File: src/rtl/usbd_csr_pkg.sv
package usbd_csr_pkg;
  localparam int unsigned ADDR_W = 2;
  localparam int unsigned DATA_W = 8;
  localparam logic [ADDR_W-1:0] LOC_CTRL = 2'd0;
  localparam logic [ADDR_W-1:0] LOC_DEVA = 2'd1;
  localparam logic [ADDR_W-1:0] LOC_STAT = 2'd2;
  localparam int unsigned DEVA_W = 7;
endpackage

File: src/rtl/usbd_ctrl_reg.sv
module usbd_ctrl_reg #(
  parameter int unsigned SETTLE_CYC = 375
) (
  input  logic       clk,
  input  logic       rst,
  input  logic       wr_en,
  input  logic [2:0] wdata,
  input  logic       bus_reset,
  input  logic       activity,
  input  logic       irq_en,
  output logic       pdwn_q,
  output logic       fsusp_q,
  output logic       fres_q,
  output logic       ready,
  output logic       irq_q
);
  localparam int unsigned CW = $clog2(SETTLE_CYC + 1);
  localparam logic [CW-1:0] LIMIT = CW'(SETTLE_CYC);

  logic [CW-1:0] cnt_q;
  logic          release_wr;

  assign release_wr = wr_en && fres_q && !wdata[0];

  always_ff @(posedge clk) begin
    if (rst) begin
      pdwn_q  <= 1'b0;
      fsusp_q <= 1'b0;
      fres_q  <= 1'b0;
      irq_q   <= 1'b0;
    end else begin
      if (wr_en) begin
        pdwn_q <= wdata[2];
        fres_q <= wdata[0];
      end
      if (activity)   fsusp_q <= 1'b0;
      else if (wr_en) fsusp_q <= wdata[1];
      irq_q <= irq_en && (release_wr || bus_reset);
    end
  end

  always_ff @(posedge clk) begin
    if (rst || pdwn_q)     cnt_q <= '0;
    else if (cnt_q != LIMIT) cnt_q <= cnt_q + 1'b1;
  end

  assign ready = !pdwn_q && (cnt_q == LIMIT);

  a_r3_activity_clears_susp: assert property (@(posedge clk) disable iff (rst)
    activity |=> !fsusp_q);
  a_r4_irq_on_release: assert property (@(posedge clk) disable iff (rst)
    ($fell(fres_q) && $past(irq_en)) |-> irq_q);
  a_r4_no_irq_when_masked: assert property (@(posedge clk) disable iff (rst)
    !irq_en |=> !irq_q);
endmodule

File: src/rtl/usbd_addr_reg.sv
module usbd_addr_reg #(
  parameter int unsigned AW = 7
) (
  input  logic          clk,
  input  logic          rst,
  input  logic          wr_en,
  input  logic [AW-1:0] wdata,
  input  logic          clr,
  output logic [AW-1:0] addr_q
);
  always_ff @(posedge clk) begin
    if (rst || clr)  addr_q <= '0;
    else if (wr_en)  addr_q <= wdata;
  end

  a_r7_addr_cleared: assert property (@(posedge clk) disable iff (rst)
    clr |=> (addr_q == '0));
endmodule

File: src/rtl/usbd_stat_reg.sv
module usbd_stat_reg (
  input  logic       clk,
  input  logic       rst,
  input  logic       xfer_ok,
  input  logic [1:0] pid_hi,
  input  logic [1:0] ep,
  input  logic       dir_in,
  output logic [7:0] stat
);
  logic [1:0] pid_q;
  logic       dir_q;
  logic [1:0] ep_q;
  logic       ep_valid;

  assign ep_valid = (ep != 2'b11);

  always_ff @(posedge clk) begin
    if (rst) begin
      pid_q <= '0;
      dir_q <= 1'b0;
      ep_q  <= '0;
    end else if (xfer_ok && ep_valid) begin
      ep_q <= ep;
      if (ep == 2'b00) pid_q <= pid_hi;
      else             dir_q <= dir_in;
    end
  end

  assign stat = {pid_q, dir_q, ep_q, 3'b000};

  a_r8_pid_captured: assert property (@(posedge clk) disable iff (rst)
    (xfer_ok && ep == 2'b00) |=> (stat[7:6] == $past(pid_hi)));
  a_r9_dir_kept_ep0: assert property (@(posedge clk) disable iff (rst)
    (xfer_ok && ep == 2'b00) |=> $stable(stat[5]));
endmodule

File: src/rtl/usbd_csr_top.sv
module usbd_csr_top
  import usbd_csr_pkg::*;
#(
  parameter int unsigned SETTLE_CYC = 375
) (
  input  logic              clk,
  input  logic              rst,
  input  logic [ADDR_W-1:0] bus_addr,
  input  logic              bus_wr,
  input  logic [DATA_W-1:0] bus_wdata,
  output logic [DATA_W-1:0] bus_rdata,
  input  logic              sie_bus_reset,
  input  logic              sie_activity,
  input  logic              sie_xfer_ok,
  input  logic [1:0]        sie_pid_hi,
  input  logic [1:0]        sie_ep,
  input  logic              sie_dir_in,
  input  logic              irq_rst_en,
  output logic              regu_off,
  output logic              susp,
  output logic              if_rst,
  output logic              irq_rst
);
  logic              wr_ctrl, wr_deva;
  logic              pdwn, fsusp, fres, ready;
  logic [DEVA_W-1:0] deva;
  logic [7:0]        stat;
  logic              unused_wbit;

  assign wr_ctrl     = bus_wr && (bus_addr == LOC_CTRL);
  assign wr_deva     = bus_wr && (bus_addr == LOC_DEVA);
  assign unused_wbit = bus_wdata[7];

  usbd_ctrl_reg #(.SETTLE_CYC(SETTLE_CYC)) ctrl_i (
    .clk(clk), .rst(rst), .wr_en(wr_ctrl), .wdata(bus_wdata[2:0]),
    .bus_reset(sie_bus_reset), .activity(sie_activity), .irq_en(irq_rst_en),
    .pdwn_q(pdwn), .fsusp_q(fsusp), .fres_q(fres), .ready(ready), .irq_q(irq_rst)
  );

  usbd_addr_reg #(.AW(DEVA_W)) deva_i (
    .clk(clk), .rst(rst), .wr_en(wr_deva), .wdata(bus_wdata[DEVA_W-1:0]),
    .clr(sie_bus_reset || fres), .addr_q(deva)
  );

  usbd_stat_reg stat_i (
    .clk(clk), .rst(rst), .xfer_ok(sie_xfer_ok), .pid_hi(sie_pid_hi),
    .ep(sie_ep), .dir_in(sie_dir_in), .stat(stat)
  );

  always_ff @(posedge clk) begin
    if (rst) bus_rdata <= '0;
    else begin
      case (bus_addr)
        LOC_CTRL: bus_rdata <= {4'b0000, ready, pdwn, fsusp, fres};
        LOC_DEVA: bus_rdata <= {1'b0, deva};
        LOC_STAT: bus_rdata <= stat;
        default:  bus_rdata <= '0;
      endcase
    end
  end

  assign regu_off = pdwn;
  assign susp     = fsusp;
  assign if_rst   = fres;

  a_r5_bus_reset_irq: assert property (@(posedge clk) disable iff (rst)
    (sie_bus_reset && irq_rst_en) |=> irq_rst);
  a_r6_deva_msb_zero: assert property (@(posedge clk) disable iff (rst)
    $past(bus_addr == LOC_DEVA) |-> !bus_rdata[7]);
endmodule

File: config.mk
export PLATFORM = sky130hd
export DESIGN_NAME = usbd_csr_top
export DESIGN_NICKNAME = d
export VERILOG_FILES = /design/src/rtl/usbd_csr_pkg.sv /design/src/rtl/usbd_ctrl_reg.sv /design/src/rtl/usbd_addr_reg.sv /design/src/rtl/usbd_stat_reg.sv /design/src/rtl/usbd_csr_top.sv
export SDC_FILE = /design/constraint.sdc
export NUM_CORES = 1
export LEC_CHECK = 0
export BUFFER_PORTS_ARGS = -buffer_cell sky130_fd_sc_hd__buf_2
export CORE_ASPECT_RATIO = 1.2
export CORE_UTILIZATION = 40
export CTS_CLUSTER_DIAMETER = 150
export DETAILED_ROUTE_END_ITERATION = 12
export MAX_ROUTING_LAYER = met4
export PLACE_DENSITY_LB_ADDON = 0.05
export SYNTH_ARGS = -nofsm -noshare
export SYNTH_HDL_FRONTEND = slang
export SYNTH_SLANG_ARGS = --single-unit
export TNS_END_PERCENT = 10
File: constraint.sdc
create_clock -name clk -period 2.4 [get_ports clk]
set_input_delay 0.12 -clock clk [delete_from_list [all_inputs] [get_ports clk]]
set_output_delay 0.12 -clock clk [all_outputs]
set_load 0.01 [all_outputs]
Word level (Yosys, flattened, before mapping)
Index checks and enable logic that the tools add are counted.
{ "word_totals": {"elab_cells": 36, "reg_bits": 33, "in_bits": 22} }
{ "classes": {"n_bitwise": 1, "muxes": 1, "n_reduce_logical": 18, "add_sub_neg": 1, "n_eq_ne": 5} }
{ "ops": {"columns": ["operator", "n"], "rows": [
  ["$pmux W8 S3", 1],
  ["$add A9 B1 Y9 const B", 1],
  ["$eq A9 B9 Y1 const B", 1],
  ["$ne A9 B9 Y1 const B", 1],
  ["$logic_and A1 B1 Y1", 7],
  ["$logic_not A2 Y1", 2],
  ["$logic_or A1 B1 Y1", 4],
  ["$reduce_and A2 Y1", 2],
  ["$eq A2 B1 Y1 const B", 1],
  ["$eq A2 B2 Y1 const B", 1],
  ["$logic_not A1 Y1", 2],
  ["$ne A2 B2 Y1 const B", 1],
  ["$reduce_or A2 Y1", 1],
  ["$not A1 Y1", 1]
]} }

Longest topological paths before layout
Gate-level depths: netlist of run 1.
{ "logic_depth": {"ltp_word": 6, "mapped_depth": 5} }

Modules after synthesis
From an unflattened synthesis of run 1, not the netlist that was laid out.
{ "unflattened": {"hier_cells": 154, "hier_area_um2": 1519.0} }
{ "modules_own_cells": {"columns": ["mod", "instances", "cells_per_inst", "area_each_um2"], "rows": [
  ["usbd_ctrl_reg", 1, 66, 585.6],
  ["usbd_csr_top", 1, 39, 444.2],
  ["usbd_addr_reg", 1, 24, 252.7],
  ["usbd_stat_reg", 1, 25, 236.5]
]} }

Worst setup path before layout of run 1
No wires, ideal clock.
{ "synth_path": {"kind": "register -> register", "startpoint": "reg ctrl_i.cnt_q[0]", "endpoint": "reg ctrl_i.cnt_q[8]", "arrival_time_ns": 1.226, "path_stages_with_launch": 5, "setup_slack_ns": 1.105, "n_path_buf": 0, "required_ns": 2.330, "path_cell_list": "dfxtp_1 ha_1 nand4_1 or3_1 a21oi_1"} }
{ "synth_between": {"elab_chain_len": 1, "word_cells_on_any_way": 2, "classes_between": "add/sub (1); eq/ne (1)"} }
{ "synth_lines": {"columns": ["item", "line_no", "text"], "rows": [
  ["from (decl)", "usbd_ctrl_reg.sv:20", "logic [CW-1:0] cnt_q;"],
  ["from (signal assigned)", "usbd_ctrl_reg.sv:44", "else if (cnt_q != LIMIT) cnt_q <= cnt_q + 1'b1;"],
  ["$add A9 B1 Y9 or $ne A9 B9 Y1 (tied branches)", "usbd_ctrl_reg.sv:44", null]
]} }
Parallel ways exist; a longest one is shown, timed or not.
A chain may end at the register's enable or synchronous reset.

Worst setup path after layout of run 1
Ends and elaborated chain as after synthesis.

==> results of run 1 <==
==> per-stage QoR <==
step,hold slack [ns],std cells,setup slack (ns)
after detailed placement,0.286,207,0.909
after global placement,0.285,207,0.960
final,0.0230,216,0.897
after global routing,0.0177,216,0.766
after CTS,0.0122,216,0.877
after floorplan,0.199,146,1.10
==> logic make-up (layout without fill, tap and decap cells) <==
family	Yosys count	after routing	synth area share (%)
buffers and inverters	9	43	3.48
AOI/OAI and AO/OA	29	29	13.2
adders and majority gates	1	1	0.915
and+or+nand+nor	63	63	26.3
muxes	9	9	6.59
DFF	33	33	48.3
xor gates and xnor gates	2	2	1.28
==> cells in the final DEF (no fill, tap or decap), types with 2 or more instances in the layout <==
cell type	n
nand2_1	10
clkinv_2	2
clkbuf_4	5
or3_1	6
xor2_1	2
a22oi_1	4
dfxtp_1	33
nor3_1	8
buf_2	32
nand3_1	10
inv_1	2
nand4_1	2
nor2b_1	4
a31oi_1	2
mux2i_1	9
nor2_1	12
o21ai_0	6
a21oi_1	12
==> per-layer routing <==
metal / part of all wire, % / wire (µm) / track usage, % / vias to the layer above
met5: 0 / 0 / - / -
met4: 2.8 / 78 / 9.69 / 0
met3: 4.3 / 119 / 6.07 / 7
met2: 50 / 1370 / 29.2 / 24
met1: 43 / 1170 / 18.4 / 513
li1: - / - / - / 590
==> state kept, by name, indices dropped and copies added (netlist names), 2 cells and up <==
| name | count |
|---|---|
| stat_i.ep_q | 2 |
| deva_i.addr_q | 7 |
| stat_i.pid_q | 2 |
| ctrl_i.cnt_q | 9 |
| bus_rdata | 8 |
==> worst paths after layout <==
| kind | from | end | cells past startpoint |
|---|---|---|---|
| hold reg to reg | deva_i.addr_q[3] | deva_i.addr_q[3] | 2 |
| setup reg to reg | ctrl_i.cnt_q[0] | ctrl_i.cnt_q[8] | 4 |
| setup / recovery | ctrl_i.cnt_q[0] | ctrl_i.cnt_q[8] | 4 |
| hold / removal | sie_pid_hi[1] | stat_i.pid_q[1] | 3 |
==> cell type report <==
cell class	instances	area, µm²	area share [%]
clock buffer	6	41.3	2.59
clock inverter	2	10.0	0.628
inverter	2	7.51	0.471
multi-input combinational	104	659	41.4
sequential	33	661	41.4
tap	36	45.0	2.83
timing repair buffer	33	170	10.7
==> worst max-delay path, cell delays in order, from the launching register on <==
cell and delay [ns]:
dfxtp_1 0.42, ha_1 0.29, nand4_1 0.20, or3_1 0.38, a21oi_1 0.15
==> power breakdown <==
group	leakage (nW)	switching, mW	total, mW	internal (mW)
combinational	0.333	0.0474	0.0849	0.0375
clock	0.0320	0.173	0.285	0.111
sequential	0.268	0.0116	0.572	0.561
==> what timing repair did <==
action | CTS | global route
gates resized for setup | 0 | 0
hold buffers | 1 | 0
endpoints found under the hold margin | 1 | 0
buffers inserted | 0 | 0
==> key figures, run 1 <==
Outcome
  – Status: finished, final reports clean

Hold path
  – Min-delay worst type: in2reg

Die
  – Die area: roughly 3700 µm²
  – Die width: 55.4 µm
  – Number of core rows: 22
  – Core area: ~3200 µm²
  – Initial Utilization: 43.2%
  – # IOs: 34
  – Die Y-Extent: 66.1 µm

GRT
  – GRT Util Overall: 17.6%
  – Vias in the first global route: 1061
  – First-pass GRT wire length: roughly 4700 µm
  – Initial antenna violation count: 0
  – Largest net degree at the start of global routing: 21
  – Gr ovfl total: 0

Placed design
  – Gpl congestion: 0.819
  – Cell Area, Placed: between 1500 and 2000 µm²
  – DP HPWL: 2020 µm
  – I/O Buffers: 32

Timing
  – Slew @ Worst Pin: 0.694 ns
  – F_max: 0.665 GHz
  – Min cycle time layout: 1.50 ns
  – Part of the cycle the worst path needs: 62.6%
  – Max-slew violations: 0
  – Setup TNS: 0 ns
  – RSZ-0062 raised after global routing: false
  – Worst slew margin: 53.6%
  – Setup violators final: 0
  – Clock Skews: 0.0116 ns
  – Final Hold Fails: 0

Setup path
  – CP Capture Type: flip-flop
  – Reg2reg setup slack: 0.90 ns
  – WS Path Type: reg2reg
  – CP Data Arrival Time: 1.76 ns
  – Setup crit start kind: flip-flop
  – Critical path required time: 2.66 ns
  – Crit-path max FO: 6

Yosys
  – Post-Syn Area: around 1400 µm²
  – Register area share after synthesis: between 40% and 50%
  – Syn_area_per_cell: 9.37 µm²
  – Synth area leaders: dfxtp_1, mux2i_1, a21oi_1
  – Synth async-reset ratio: 0%
  – Gate Count Post-Synth: about 150
  – Post-synth top cells: dfxtp_1, a21oi_1, nor2_1, nand2_1, nand3_1
  – Mapped Nets: about 170
  – Post-synthesis cell type count: 35
  – Area share of the largest cell type after synthesis: 48.3%
  – Synth Flop Type: dfxtp_1
  – Synth warn: 0
  – FF+latch count, synth: 33
  – Post-synth top area cell: dfxtp_1
  – Count leader, synth: dfxtp_1
  – EDFF count, synth: 0

Route
  – Vias: 1134
  – ANT nets after route: 0
  – Final Routed Wirelength: 2740 µm
  – DR pass1 iterations: 4
  – DRT iter0 DRCs: 24
  – Routed length per instance: 12.7 µm
  – DRC viols: 0
  – Via density: about 5.3

CTS
  – Clock Latency Late Sink: 0.33 ns
  – Num CTS Buffers: 5
  – H-tree Lvls: 2
  – CTS tree: done
  – Worst-path clk slew: 0.09 ns
  – Clk sink count: 33
  – CTS root buf: clkbuf_4
  – Max clock buf depth: 2

Finish
  – Layout fillers: 308
  – P&R area growth vs syn: 16.6%
  – Final core occ: between 50% and 60%
  – Final instance area: 1590 µm²
  – Share of cells above drive strength 1: 25.0%
  – # nets final: 202
  – Ant diodes: 0

Power
  – Overall Power: about 0.94 mW
  – P_leak: 0.632 nW
  – Worst VDD drop: 0.343 mV
  – Pwr Density: roughly 590 nW/µm²

Flow run
  – Max Cap Viol: 0
No activity file was read; power rests on OpenSTA's default activity.
==> run 2: changes to the inputs <==
- clock period: 2.4 -> 1.3 ns (I/O delays scaled with it)
==> run 2 against run 1 <==
  * Critical path depth is the same
  * Final cell count grew 7.9%
  * Total power rose by 89%
  * Count of clock-buffer cells in the layout is 2 higher
  * Via count up 7.5%
  * Combinational power rose by 140%
  * Sequential share of layout area shrank 3.4 points
  * Critical endpoint is now ctrl_i.cnt_q[3]
  * Largest cell class unchanged
==> key figures, run 2 (synthesis results as in run 1) <==
Outcome
  – Status: finished, final reports clean

Setup path
  – Reg2reg start: ctrl_i.cnt_q[0]
  – Worst r2r dst: ctrl_i.cnt_q[3]
  – Path depth of the worst reg2reg path: 4 (unchanged)
  – Crit-path max FO: 4 (-2)
  – CP Data Arrival Time: 1.46 ns (-0.30 ns)
  – Reg2reg setup slack: 0.1 ns (-0.80 ns)
  – CP Capture Type: flip-flop
  – WS Path Type: reg2reg
  – Setup crit start kind: flip-flop
  – Critical path required time: 1.56 ns (-1.10 ns)

GRT
  – GRT Util Overall: 18.9% (+1.4 points)
  – Vias in the first global route: 1244 (+17%)
  – Largest net degree at the start of global routing: 14 (-33%)
  – Gr ovfl total: 0 (unchanged)
  – First-pass GRT wire length: 5180 µm (+9.3%)
  – Initial antenna violation count: 0 (unchanged)

Timing
  – Max-slew violations: 0 (unchanged)
  – Clock Skews: 0.00592 ns (-0.00570 ns)
  – F_max: 0.833 GHz (+25%)
  – Setup violators final: 0 (unchanged)
  – Setup TNS: 0 ns (unchanged)
  – WHS: 0.0122 ns (-0.0108 ns)
  – Final Hold Fails: 0 (unchanged)
  – Final worst slack: 0.0998 ns (-0.797 ns)
  – Part of the cycle the worst path needs: 92.3% (+30 points)
  – Worst slew margin: 78.0% (+24 points)
  – RSZ-0062 raised after global routing: false
  – Slew @ Worst Pin: 0.330 ns (-0.364 ns)
  – Min cycle time layout: 1.20 ns (-0.303 ns)

Placed design
  – Gpl congestion: 0.865 (+5.7%)
  – Number of cells after detailed placement: 214 (+3.4%)
  – DP HPWL: 2080 µm (+2.8%)
  – DP Worst Slack: 0.0621 ns (-0.847 ns)
  – I/O Buffers: 32 (unchanged)

Power
  – P_leak: 0.702 nW (+11%)
  – Overall Power: 1.78 mW (+89%)
  – Worst VDD drop: 0.717 mV (+110%)
  – Pwr Density: 1020 nW/µm² (+72%)

Finish
  – Max FFs per register: 9 (unchanged)
  – P&R area growth vs syn: 28.1%
  – Regs by FF count: ctrl_i.cnt_q (9), bus_rdata (8), deva_i.addr_q (7)
  – Ant diodes: 0 (unchanged)
  – Layout fillers: 293 (-4.9%)
  – Layout Cells excl Fill: 233 (+7.9%)
  – Most frequent cells in the layout: buf_2, dfxtp_1, a21oi_1, nor2_1, dlygate4sd3_1
  – Most common cell after layout, fill and taps aside: buf_2
  – # nets final: 219 (+8.4%)
  – Biggest register: ctrl_i.cnt_q
  – Share of cells above drive strength 1: 27.9% (+2.9 points)

Die
  – Number of core rows: 22 (unchanged)
  – # IOs: 34 (unchanged)
  – Die width: 55.4 µm (unchanged)
  – Die area: 3660 µm² (unchanged)
  – Core area: 3170 µm² (unchanged)
  – Die Y-Extent: 66.1 µm (unchanged)
  – Initial Utilization: 43.2% (unchanged)

CTS
  – Clk sink count: 33 (unchanged)
  – Clock Latency Late Sink: 0.32 ns (about the same)
  – Max clock buf depth: 2 (unchanged)
  – H-tree Lvls: 2 (unchanged)
  – Num CTS Buffers: 5 (unchanged)
  – # Post-CTS Setup Buffers: 0 (unchanged)
  – Worst-path clk slew: 0.09 ns (about the same)
  – CTS root buf: clkbuf_4
  – CTS tree: done

Hold path
  – Hold EP: ctrl_i.fsusp_q
  – Hold Crit Depth: 2 (-1)
  – Worst hold start: rst
  – Min-delay worst type: in2reg

Route
  – Final Routed Wirelength: 2830 µm (+3.0%)
  – Vias: 1219 (+7.5%)
  – DRC viols: 0 (unchanged)
  – Routed length per instance: 12.1 µm (-4.5%)
  – ANT nets after route: 0 (unchanged)
  – DRT iter0 DRCs: 24 (unchanged)
  – Via density: 5.23 (-0.35%)
  – DR pass1 iterations: 4 (unchanged)

Flow run
  – Max Cap Viol: 0 (unchanged)
run 2: per-layer routing:
layer	global-route usage [%]	part of all wire, %	vias up	wire length, µm
met2	34.5	55	22	1550
met1	18.6	41	569	1150
met5	-	0	-	0
met3	5.28	3.1	4	87
met4	9.38	1.3	0	37
li1	-	-	624	-
run 2: worst max-delay path by stage:
| stage | startpoint | end | slack (ns) |
|---|---|---|---|
| after floorplan | ctrl_i.cnt_q[0] | ctrl_i.cnt_q[8] | 0.005 |
| after global placement | ctrl_i.cnt_q[0] | ctrl_i.cnt_q[3] | 0.1 |
| after detailed placement | ctrl_i.cnt_q[0] | ctrl_i.cnt_q[8] | 0.06 |
| after CTS | ctrl_i.cnt_q[0] | ctrl_i.cnt_q[8] | 0.04 |
| after global routing | ctrl_i.cnt_q[0] | ctrl_i.cnt_q[8] | 0.0003 |
| final | ctrl_i.cnt_q[0] | ctrl_i.cnt_q[3] | 0.1 |
run 2: cell type report:
| cell class | instances | area [µm²] | share of cell area, % |
|---|---|---|---|
| clock buffers | 8 | 48.8 | 2.79 |
| inverters | 2 | 7.51 | 0.429 |
| multi-input cells | 104 | 662 | 37.8 |
| flip-flops and latches | 33 | 666 | 38.0 |
| well taps | 36 | 45.0 | 2.57 |
| repair buffers | 50 | 323 | 18.4 |
run 2: per-stage QoR:
stage	area, µm²	utilization [%]
floorplan	1370	-
global placement	1590	50.1
detailed placement	1590	50.1
CTS	1740	55.1
global route	1750	55.3
finish	1750	55.3
run 2: power by group:
group	leakage [nW]	internal (mW)	switching, mW
sequential	0.269	1.04	0.0166
clock	0.0265	0.215	0.304
combinational	0.407	0.106	0.101
run 2: worst max-delay path, stage by stage, from the launching register on:
cell	delay (ns)
dfxtp_2	0.33
ha_2	0.19
and4_1	0.24
a211o_1	0.27
a21oi_2	0.10
run 2: what timing repair did:
action / 4_1_cts / 5_1_grt
endpoints found under the hold margin: 12 / 0
gates resized for setup: 0 / 6
hold buffers: 11 / 0
endpoints found under the setup margin: 0 / 4
==> run 3: changes to the inputs <==
==> constraint.sdc (replaced) <==
create_clock -name clk -period 1.3 [get_ports clk]
set_input_delay 0.26 -clock clk [delete_from_list [all_inputs] [get_ports clk]]
set_output_delay 0.26 -clock clk [all_outputs]
set_load 0.01 [all_outputs]
==> run 3 against run 2 <==
  * Setup slack worse by 0.011 ns
  * Final cell count down 4.3%
  * Clock skew fell by 0.00088 ns
  * Total power is 0.67% lower
  * Sequential power is essentially flat
  * Non-clock buffer count decreased by 10
  * Hold slack gained 0.081 ns
  * Sequential share of layout area up 2.1 points
  * Combinational power decreased by 9.7%
  * Critical path type unchanged
  * Critical endpoint unchanged
  * Highest routed layer unchanged
==> key figures, run 3 (synthesis results as in run 1) <==
Outcome
  – Status: finished, final reports clean

Route
  – ANT nets after route: 0 (unchanged)
  – WL met3: 126 µm (+45%)
  – Vias: 1206 (-1.1%)
  – Via density: 5.41 (+3.4%)
  – DRT iter0 DRCs: 30 (+25%)
  – Length of routed wiring on met1: 1190 µm (+3.3%)
  – Met2 WL: 1420 µm (-8.5%)
  – Top sig layer: met4
  – DRC viols: 0 (unchanged)
  – Routed length per instance: 12.6 µm (+3.9%)
  – Final Routed Wirelength: 2810 µm (-0.60%)
  – DR pass1 iterations: 4 (unchanged)

Timing
  – Setup TNS: 0 ns (unchanged)
  – RSZ-0062 raised after global routing: false
  – Part of the cycle the worst path needs: 93.2% (+0.84 points)
  – WHS: 0.0932 ns (+0.0810 ns)
  – Clock Skews: 0.00504 ns (-0.000882 ns)
  – Min cycle time layout: 1.21 ns (+0.0109 ns)
  – Worst slew margin: 78.7% (+0.69 points)
  – Max-slew violations: 0 (unchanged)
  – F_max: 0.826 GHz (-0.90%)
  – Final Hold Fails: 0 (unchanged)
  – Setup violators final: 0 (unchanged)
  – Slew @ Worst Pin: 0.319 ns (-0.0107 ns)

CTS
  – CTS tree: done
  – CTS root buf: clkbuf_4
  – H-tree Lvls: 2 (unchanged)
  – Clock Latency Late Sink: 0.32 ns (about the same)
  – # Post-CTS Setup Buffers: 0 (unchanged)
  – Worst-path clk slew: 0.09 ns (about the same)
  – Num CTS Buffers: 5 (unchanged)
  – Clk sink count: 33 (unchanged)
  – Max clock buf depth: 2 (unchanged)

Placed design
  – Gpl congestion: 0.849 (-1.8%)
  – Cell Area, Placed: 1590 µm² (+0.47%)
  – I/O Buffers: 32 (unchanged)
  – DP HPWL: 2130 µm (+2.5%)

Setup path
  – Path depth of the worst reg2reg path: 4 (unchanged)
  – Critical Path Max Stage Delay: 0.35 ns (+0.02 ns)
  – Critical path required time: 1.57 ns (about the same)
  – Crit-path max FO: 6 (+2)
  – CP Capture Type: flip-flop
  – Reg2reg setup slack: 0.09 ns (about the same)
  – WS Path Type: reg2reg
  – Worst r2r dst: ctrl_i.cnt_q[3]
  – CP Launch Point: ctrl_i.cnt_q[0]
  – Setup crit start kind: flip-flop
  – Reg2reg start: ctrl_i.cnt_q[0]
  – Crit path max-delay cell type: dfxtp_2
  – CP Data Arrival Time: 1.48 ns (+0.02 ns)
  – Critical Path, Cell by Cell: ha_4 > and4_1 > a211o_1 > a21oi_2

Die
  – # IOs: 34 (unchanged)
  – Die Y-Extent: 66.1 µm (unchanged)
  – Number of core rows: 22 (unchanged)
  – Die width: 55.4 µm (unchanged)
  – Initial Utilization: 43.2% (unchanged)
  – Die area: 3660 µm² (unchanged)
  – Core area: 3170 µm² (unchanged)

GRT
  – Gr ovfl total: 0 (unchanged)
  – GRT Util Overall: 18.5% (-0.44 points)
  – Vias in the first global route: 1181 (-5.1%)
  – First-pass GRT wire length: 5080 µm (-1.9%)
  – Initial antenna violation count: 0 (unchanged)
  – Largest net degree at the start of global routing: 13 (-1)

Power
  – Sw Ratio: 24.1% (+0.43 points)
  – Pwr Density: 1070 nW/µm² (+4.9%)
  – Sw power: 0.426 mW (+1.1%)
  – Comb pwr share: 10.6% (-1.0 points)
  – Internal power: 1.34 mW (-1.2%)
  – Seq pwr share: 59.8% (+0.6 points)
  – Clock power share: 29.6% (+0.4 points)
  – Overall Power: 1.77 mW (-0.67%)
  – P_leak: 0.662 nW (-5.8%)
  – Worst VDD drop: 0.790 mV (+10%)

Finish
  – # nets final: 209 (-4.6%)
  – Biggest register: ctrl_i.cnt_q
  – Ant diodes: 0 (unchanged)
  – Most frequent cells in the layout: buf_2, dfxtp_1, a21oi_1, nor2_1
  – Final core occ: 52.4% (-3.0 points)
  – Final instance area: 1660 µm² (-5.4%)
  – P&R area growth vs syn: 21.2%
  – Max FFs per register: 9 (unchanged)
  – Layout fillers: 321 (+9.6%)
  – Share of cells above drive strength 1: 29.4% (+1.5 points)
  – Regs by FF count: ctrl_i.cnt_q (9), bus_rdata (8), deva_i.addr_q (7)
  – Most common cell after layout, fill and taps aside: buf_2

Hold path
  – Worst hold start: sie_activity
  – Hold Crit Depth: 2 (unchanged)
  – Hold EP: ctrl_i.fsusp_q
  – Min-delay worst type: in2reg

Flow run
  – Max Cap Viol: 0 (unchanged)
run 3: changes by cell type in the layout (fill, tap and decap cells not counted):
| cell | change |
|---|---|
| buf_4 | +1 |
| dfxtp_1 | +1 |
| dfxtp_2 | -1 |
| dlygate4sd3_1 | -11 |
| ha_2 | -1 |
| ha_4 | +1 |
| o21ai_0 | +1 |
| o21ai_1 | -1 |
run 3: cell type report:
class	instances	area [µm²]	share of cell area, %
clock buffers	8	48.8	2.94
inverters	2	7.51	0.453
multi-input cells	104	672	40.5
flip-flops and latches	33	664	40.1
well taps	36	45.0	2.72
repair buffers	40	220	13.3
run 3: repair_timing:
| item | CTS | global route |
|---|---|---|
| pin swaps | 0 | 1 |
| hold buffers | 0 | 0 |
| gates resized for setup | 1 | 4 |
| setup endpoints to repair | 2 | 6 |
run 3: how the worst max path moves through the flow:
stage / slack [ns] / to
detailed placement: -0.01 / ctrl_i.cnt_q[8]
CTS: 0.003 / ctrl_i.cnt_q[8]
global placement: 0.03 / ctrl_i.cnt_q[3]
global route: 0.002 / ctrl_i.cnt_q[6]
finish: 0.09 / ctrl_i.cnt_q[3]
floorplan: 0.005 / ctrl_i.cnt_q[8]
run 3: power groups by stage:
stage | combinational (mW) | sequential [mW] | clock [mW]
floorplan | 0.0989 | 1.08 | 0
global placement | 0.179 | 1.07 | 0
detailed placement | 0.185 | 1.08 | 0
CTS | 0.186 | 1.05 | 0.553
global route | 0.211 | 1.06 | 0.602
finish | 0.186 | 1.06 | 0.524
run 3: layer usage:
| metal | up-vias | track usage (%) |
|---|---|---|
| met5 | - | - |
| met4 | 0 | 11.3 |
| met3 | 9 | 5.28 |
| met2 | 33 | 31.3 |
| met1 | 558 | 19.1 |
| li1 | 606 | - |
run 3: worst max-delay path, delay by kind of cell, from the launching register on:
family	cells	cell delay [ns]
compound gates	2	0.39
simple gates	1	0.25
flops	1	0.35
fa+ha+maj	1	0.17
run 3: stage by stage:
step           instances  setup slack [ns]
5_1_grt              223           0.00183
6_report             223            0.0889
3_5_place_dp         215           -0.0106
4_1_cts              223           0.00271
2_1_floorplan        146           0.00474
3_3_place_gp         215            0.0332
